$ cat src/rtl/acc_adj_pkg.sv
// Package: shared operation codes and flag-byte layout for the
// accumulator adjust unit. Assumes an 8-bit accumulator.
package acc_adj_pkg;
    localparam int ACC_W = 8;
    localparam int NIB_W = ACC_W / 2;
    localparam int OP_W  = 3;

    typedef enum logic [OP_W-1:0] {
        OP_DAA = 3'd0,
        OP_CPL = 3'd1,
        OP_NEG = 3'd2,
        OP_CCF = 3'd3,
        OP_SCF = 3'd4
    } acc_op_e;

    // flag byte, bit 7 down to bit 0
    typedef struct packed {
        logic s;
        logic z;
        logic rsv5;
        logic h;
        logic rsv3;
        logic pv;
        logic n;
        logic c;
    } flag_t;
endpackage

$ cat src/rtl/daa_core.sv
// Module: daa_core
// Decimal adjust of the accumulator after a BCD add or subtract.
// Assumes the subtract flag describes the previous operation.
// Produces only the data result and the new H and C flags.
module daa_core
    import acc_adj_pkg::*;
(
    input  logic [ACC_W-1:0] acc_i,
    input  logic             h_i,
    input  logic             n_i,
    input  logic             c_i,
    output logic [ACC_W-1:0] res_o,
    output logic             h_o,
    output logic             c_o
);
    localparam logic [NIB_W-1:0] DIGIT_MAX = NIB_W'(9);
    localparam logic [NIB_W-1:0] NIB_FIX   = NIB_W'(6);
    localparam logic [ACC_W-1:0] BYTE_MAX  = ACC_W'(8'h99);

    logic [NIB_W-1:0] lo_nib;
    logic             lo_big;
    logic             byte_big;
    logic             fix_lo;
    logic             fix_hi;
    logic [ACC_W-1:0] corr;

    assign lo_nib   = acc_i[NIB_W-1:0];
    assign lo_big   = lo_nib > DIGIT_MAX;
    assign byte_big = acc_i > BYTE_MAX;

    // choose which nibbles need the six-offset correction
    always_comb begin
        if (n_i) begin
            fix_lo = h_i;
            fix_hi = c_i;
        end else begin
            fix_lo = lo_big | h_i;
            fix_hi = byte_big | c_i;
        end
    end

    // build correction constant and apply it in the right direction
    always_comb begin
        corr  = {(fix_hi ? NIB_FIX : '0), (fix_lo ? NIB_FIX : '0)};
        res_o = n_i ? (acc_i - corr) : (acc_i + corr);
    end

    // new half-carry and carry
    always_comb begin
        if (n_i) begin
            h_o = h_i & (lo_nib < NIB_FIX);
            c_o = c_i;
        end else begin
            h_o = lo_big;
            c_o = fix_hi;
        end
    end
endmodule

$ cat src/rtl/unary_ops.sv
// Module: unary_ops
// Complement, negate, complement-carry and set-carry, plus the
// pass-through for undefined selects. Assumes decimal adjust is
// handled elsewhere; its select yields a pass-through here.
module unary_ops
    import acc_adj_pkg::*;
(
    input  logic [OP_W-1:0]  op_i,
    input  logic [ACC_W-1:0] acc_i,
    input  flag_t            flg_i,
    output logic [ACC_W-1:0] res_o,
    output flag_t            flg_o
);
    logic [ACC_W-1:0] neg_res;
    localparam logic [ACC_W-1:0] MIN_NEG = ACC_W'(1) << (ACC_W - 1);

    assign neg_res = '0 - acc_i;

    // per-operation result and flag rules
    always_comb begin
        res_o      = acc_i;
        flg_o      = flg_i;
        flg_o.rsv5 = 1'b0;
        flg_o.rsv3 = 1'b0;
        case (op_i)
            OP_CPL: begin
                res_o   = ~acc_i;
                flg_o.h = 1'b1;
                flg_o.n = 1'b1;
            end
            OP_NEG: begin
                res_o    = neg_res;
                flg_o.s  = neg_res[ACC_W-1];
                flg_o.z  = (neg_res == '0);
                flg_o.h  = (acc_i[NIB_W-1:0] != '0);
                flg_o.pv = (acc_i == MIN_NEG);
                flg_o.n  = 1'b1;
                flg_o.c  = (acc_i != '0);
            end
            OP_CCF: begin
                flg_o.h = flg_i.c;
                flg_o.n = 1'b0;
                flg_o.c = ~flg_i.c;
            end
            OP_SCF: begin
                flg_o.h = 1'b0;
                flg_o.n = 1'b0;
                flg_o.c = 1'b1;
            end
            default: ;
        endcase
    end
endmodule

$ cat src/rtl/out_stage.sv
// Module: out_stage
// Optional output register. REG_OUT=1 adds one clock of latency
// with a synchronous active-low clear; REG_OUT=0 is a wire.
module out_stage #(
    parameter bit REG_OUT = 1'b1,
    parameter int W       = 16
) (
    input  logic         clk,
    input  logic         rst_n,
    input  logic [W-1:0] d_i,
    output logic [W-1:0] q_o
);
    generate
        if (REG_OUT) begin : g_reg
            logic [W-1:0] q_r;
            // capture the result, clear it under reset
            always_ff @(posedge clk) begin
                if (!rst_n) q_r <= '0;
                else        q_r <= d_i;
            end
            assign q_o = q_r;
        end else begin : g_wire
            assign q_o = d_i;
        end
    endgenerate
endmodule

$ cat src/rtl/acc_adjust_unit.sv
// Module: acc_adjust_unit (top)
// Accumulator decimal adjust and unary carry/complement operations.
// Assumes flags_i uses the layout S Z 0 H 0 PV N C (bit 7..0).
// Output is registered when REG_OUT=1 (default).
module acc_adjust_unit
    import acc_adj_pkg::*;
#(
    parameter bit REG_OUT = 1'b1
) (
    input  logic             clk,
    input  logic             rst_n,
    input  logic [OP_W-1:0]  op_i,
    input  logic [ACC_W-1:0] acc_i,
    input  logic [ACC_W-1:0] flags_i,
    output logic [ACC_W-1:0] acc_o,
    output logic [ACC_W-1:0] flags_o
);
    localparam int OUT_W = 2 * ACC_W;

    flag_t            flg_in;
    logic [ACC_W-1:0] daa_res;
    logic             daa_h;
    logic             daa_c;
    logic [ACC_W-1:0] un_res;
    flag_t            un_flg;
    logic [ACC_W-1:0] nxt_acc;
    flag_t            nxt_flg;

    assign flg_in = flag_t'(flags_i);

    daa_core u_daa (
        .acc_i (acc_i),
        .h_i   (flg_in.h),
        .n_i   (flg_in.n),
        .c_i   (flg_in.c),
        .res_o (daa_res),
        .h_o   (daa_h),
        .c_o   (daa_c)
    );

    unary_ops u_un (
        .op_i  (op_i),
        .acc_i (acc_i),
        .flg_i (flg_in),
        .res_o (un_res),
        .flg_o (un_flg)
    );

    // select the producing unit and pack decimal-adjust flags
    always_comb begin
        if (op_i == OP_DAA) begin
            nxt_acc      = daa_res;
            nxt_flg      = '0;
            nxt_flg.s    = daa_res[ACC_W-1];
            nxt_flg.z    = (daa_res == '0);
            nxt_flg.h    = daa_h;
            nxt_flg.pv   = ~^daa_res;
            nxt_flg.n    = flg_in.n;
            nxt_flg.c    = daa_c;
        end else begin
            nxt_acc = un_res;
            nxt_flg = un_flg;
        end
    end

    out_stage #(.REG_OUT(REG_OUT), .W(OUT_W)) u_out (
        .clk   (clk),
        .rst_n (rst_n),
        .d_i   ({nxt_acc, nxt_flg}),
        .q_o   ({acc_o, flags_o})
    );

    generate
        if (REG_OUT) begin : g_chk_reg

            rsv_zero_chk: assert property (@(posedge clk) disable iff (!rst_n)
                1'b1 |=> (flags_o[5] == 1'b0) && (flags_o[3] == 1'b0));

            cpl_invert_chk: assert property (@(posedge clk) disable iff (!rst_n)
                (op_i == OP_CPL) |=> (acc_o == ~$past(acc_i)) && flags_o[4] && flags_o[1]);

            neg_sum_zero_chk: assert property (@(posedge clk) disable iff (!rst_n)
                (op_i == OP_NEG) |=> (ACC_W'(acc_o + $past(acc_i)) == '0) && flags_o[1]);

            ccf_toggle_chk: assert property (@(posedge clk) disable iff (!rst_n)
                (op_i == OP_CCF) |=> (flags_o[0] != $past(flags_i[0]))
                                     && (flags_o[4] == $past(flags_i[0])));

            scf_set_chk: assert property (@(posedge clk) disable iff (!rst_n)
                (op_i == OP_SCF) |=> flags_o[0] && !flags_o[4] && !flags_o[1]);

            daa_sub_carry_chk: assert property (@(posedge clk) disable iff (!rst_n)
                (op_i == OP_DAA && flags_i[1]) |=> (flags_o[0] == $past(flags_i[0])) && flags_o[1]);
        end else begin : g_chk_comb

            cpl_invert_chk: assert property (@(posedge clk) disable iff (!rst_n)
                (op_i == OP_CPL) |-> (acc_o == ~acc_i) && flags_o[4] && flags_o[1]);

            scf_set_chk: assert property (@(posedge clk) disable iff (!rst_n)
                (op_i == OP_SCF) |-> flags_o[0] && !flags_o[4] && !flags_o[1]);

            ccf_toggle_chk: assert property (@(posedge clk) disable iff (!rst_n)
                (op_i == OP_CCF) |-> (flags_o[0] != flags_i[0]) && (flags_o[4] == flags_i[0]));

            rsv_zero_chk: assert property (@(posedge clk) disable iff (!rst_n)
                (flags_o[5] == 1'b0) && (flags_o[3] == 1'b0));
        end
    endgenerate
endmodule

$ cat config.mk
export PLATFORM = sky130hd
export DESIGN_NAME = acc_adjust_unit
export DESIGN_NICKNAME = d
export VERILOG_FILES = /design/src/rtl/acc_adj_pkg.sv /design/src/rtl/daa_core.sv /design/src/rtl/unary_ops.sv /design/src/rtl/out_stage.sv /design/src/rtl/acc_adjust_unit.sv
export SDC_FILE = /design/constraint.sdc
export NUM_CORES = 1
export LEC_CHECK = 0
export ABC_CLOCK_PERIOD_IN_PS = 3800
export BUFFER_PORTS_ARGS = -buffer_cell sky130_fd_sc_hd__clkbuf_2
export CAP_MARGIN = 30
export CORE_AREA = 4 4 77 79
export DETAILED_ROUTE_END_ITERATION = 6
export DIE_AREA = 0 0 81 83
export SYNTH_ARGS = -nofsm -noshare
export SYNTH_HDL_FRONTEND = slang
export SYNTH_HIERARCHICAL = 1
export SYNTH_SLANG_ARGS = --single-unit
$ cat constraint.sdc
create_clock -name clk -period 3.8 [get_ports clk]
set_input_delay 0.76 -clock clk [delete_from_list [all_inputs] [get_ports clk]]
set_output_delay 0.76 -clock clk [all_outputs]
set_load 0.005 [all_outputs]
==> impl_metrics.py <==
metrics = {
    "die": {
        "ios": 37,
        "die-width_um": 81,
        "die_h_um": 83,
        "dieArea_um2": 6720,
        "fp.coreArea_um2": 5340,
        "initial_utilization": 0.337,
        "rows": 27,
    },
    "layout": {
        "final_nets": 309,
        "final_area_um2": 2160,
        "syn_to_final_growth_pct": 20.1,
        "layout.cells.most_common": "clkbuf_2",
        "antenna_cells": 0,
        "layout.cells.non_filler": 345,
        "largest_register_ffs": 16,
        "drive_above_1_share": 0.399,
        "final_util": 0.404,
        "final_cell_mix": "34 x clkbuf_2, 21 x buf_4, 18 x inv_1, 18 x nand2_1, 16 x dfxtp_1",
    },
    "sta": {
        "final-setup-viol-count": 0,
        "holdWs_ns": 0.915,
        "setup_tns_ns": 0,
        "finalHoldViolations": 0,
        "max_freq_ghz": 0.281,
        "slew_headroom": 0.589,
        "worst_slack_ns": 0.246,
        "rsz0062_at_grt": "no",
        "fin_crit_ns": 3.55,
        "fin_crit_sh": 0.935,
        "tightest_slew_ns": 0.615,
        "slew_violations": 0,
    },
    "logic_synthesis": {
        "syn_avg_cell_area_um2": 7.92,
        "ys_seq_area_frac": 0.178,
        "synth-seq-cells": 16,
        "synth_ff_type": "dfxtp_1",
        "ys_types": 54,
        "synth_edf_count": 0,
        "syn_inst": 227,
        "synthesis.area_um2": 1800,
        "async_flop_share": 0,
        "yosysWarnings": 6,
    },
    "global_routing": {
        "grtUsageTotal": 0.128,
        "antenna_found_initial": 0,
        "grt_pass1_vias": 1544,
        "grt_max_degree": 26,
        "grt_pass1_wl_um": 6900,
        "overflow": 0,
    },
    "drt": {
        "routedWlPerCell_um": 11.8,
        "drc": 0,
        "via_per_inst": 4.75,
        "dr.pass1.iters": 4,
        "ant_nets": 0,
        "drt_iter0_drc": 83,
        "dr_total_vias": 1639,
        "routed_wl_um": 4070,
    },
    "place": {
        "hpwl_um": 3280,
        "dp_slack_ns": -0.118,
        "gp_congestion": 0.866,
        "port_buffers": 34,
        "place_area_um2": 2090,
        "dpl.cell_count": 340,
    },
    "worst_setup_path": {
        "cp-end-kind": "register",
        "critPathKind": "input pin to register",
        "cpMaxStageDelayCell": "o41ai_1",
        "cpPeakStageDelay_ns": 0.39,
        "startpoint_type": "input pin",
        "worstPathArrival_ns": 3.70,
        "cp_data_required_time_ns": 3.95,
        "crit_chain": "clkbuf_2 -> nor2_1 -> nor3b_2 -> nor2_1 -> buf_4 -> inv_1 -> ha_1 -> inv_1 -> mux2i_1 -> ha_1 -> o41ai_1 -> xnor2_1 -> inv_1 -> ha_1 -> xor2_1 -> xnor2_1 -> o21ai_2 -> and2_2",
        "cp_max_fo": 4,
    },
    "job": {
        "cap_viol_max_count": 0,
    },
    "min_path": {
        "hold_path.class": "input pin to register",
    },
    "clocking": {
        "root_buffer": "clkbuf_8",
        "path_clk_slew_ns": 0.06,
        "cts_tree": "yes",
        "cts_buffer_depth": 2,
        "htree_levels": 1,
        "numCtsBuffers": 3,
        "cts_num_sinks": 16,
    },
    "power_and_ir_drop": {
        "power_mw": 0.645,
        "power.density_nw_per_um2": 299,
        "p_leak_nw": 1.02,
        "ir_drop_mv": 0.116,
    },
    "status": {
        "status": "finished clean",
    },
}
## cell type report
| class | instances | area (um^2) |
|---|---|---|
| Inverter | 18 | 67.6 |
| Clock buffer | 4 | 55.1 |
| Sequential cell | 16 | 320 |
| Timing Repair Buffer | 55 | 328 |
| Fill cell | 574 | 3180 |
| Multi-Input combinational cell | 180 | 1300 |
| Tap cell | 72 | 90.1 |
## cells by family after synthesis
logic type,count (synthesis),share of synthesized area
adder cells (fa/ha/maj),15,0.103
XOR/XNOR,12,0.0585
AND/OR/NAND/NOR,95,0.317
AO/OA/AOI/OAI,52,0.213
buffers and inverters,32,0.105
other,1,0.00209
multiplexers,4,0.0230
flip-flops,16,0.178
## per-layer routing
layer / share of wire / global-route usage / vias to the layer above
li1: - / - / 865
met1: 0.50 / 0.172 / 737
met2: 0.44 / 0.205 / 32
met3: 0.036 / 0.0152 / 5
met4: 0.017 / 0.0507 / 0
met5: 0 / 0 / -
## where the power goes
group          switching [mW]  total (mW)  leakage (nW)  internal (mW)
registers             0.00304       0.185         0.133          0.182
logic                   0.156       0.306         0.858          0.150
clock network          0.0622       0.154        0.0288         0.0921
total                   0.221       0.645          1.02          0.424
## path summary, 6_finish.rpt
path                     start                       end  slack, ns  cells after the start
worst max-delay path  acc_i[2]   u_out/q_o[2]$_SDFF_PN0_       0.25                     18
worst min-delay path     rst_n  u_out/q_o[11]$_SDFF_PN0_       0.92                      2
## worst max-delay path, delay by kind of cell
kind,cells,cell delay [ns]
buffers and inverters,5,0.42
XOR/XNOR,3,0.63
multiplexers,1,0.07
AND/OR/NAND/NOR,4,0.57
AO/OA/AOI/OAI,2,0.45
adder cells (fa/ha/maj),3,0.79
## synthesized netlist by cell type (2+ instances only)
master     number  share of area
a221oi_2        2          0.017
clkbuf_1        3         0.0063
o21a_1          2         0.0084
nor3b_1         4          0.017
a21boi_0        2         0.0084
or3_1           2         0.0070
o21ai_0        12          0.033
xor2_1          4          0.019
o211ai_1        4          0.017
nand3b_1        2         0.0084
ha_1           14          0.097
or2_2           2         0.0070
nor2b_1         3          0.010
or3b_1          2         0.0098
a21oi_1         8          0.022
o21ai_2         9          0.044
xnor2_1         8          0.039
nor3_1          4          0.011
nand4_1         2         0.0070
nor2_1         15          0.031
and2_1          4          0.014
mux2i_1         3          0.017
nand2_2        13          0.045
nand3_1         2         0.0056
nand2_1        18          0.038
buf_4           5          0.021
o2bb2ai_1       3          0.015
buf_2           2         0.0056
buf_12          2          0.022
dfxtp_1        16           0.18
inv_1          18          0.038
buf_6           2          0.013
and2_2         14          0.058
## timing repair
| action | in CTS | in global routing |
|---|---|---|
| setup endpoints to repair | 0 | 1 |
| hold buffers | 0 | 0 |
| setup buffers | 0 | 1 |
| gates resized for setup | 0 | 1 |
| hold endpoints to repair | 0 | 0 |
Power figures use the tool's default switching activity.
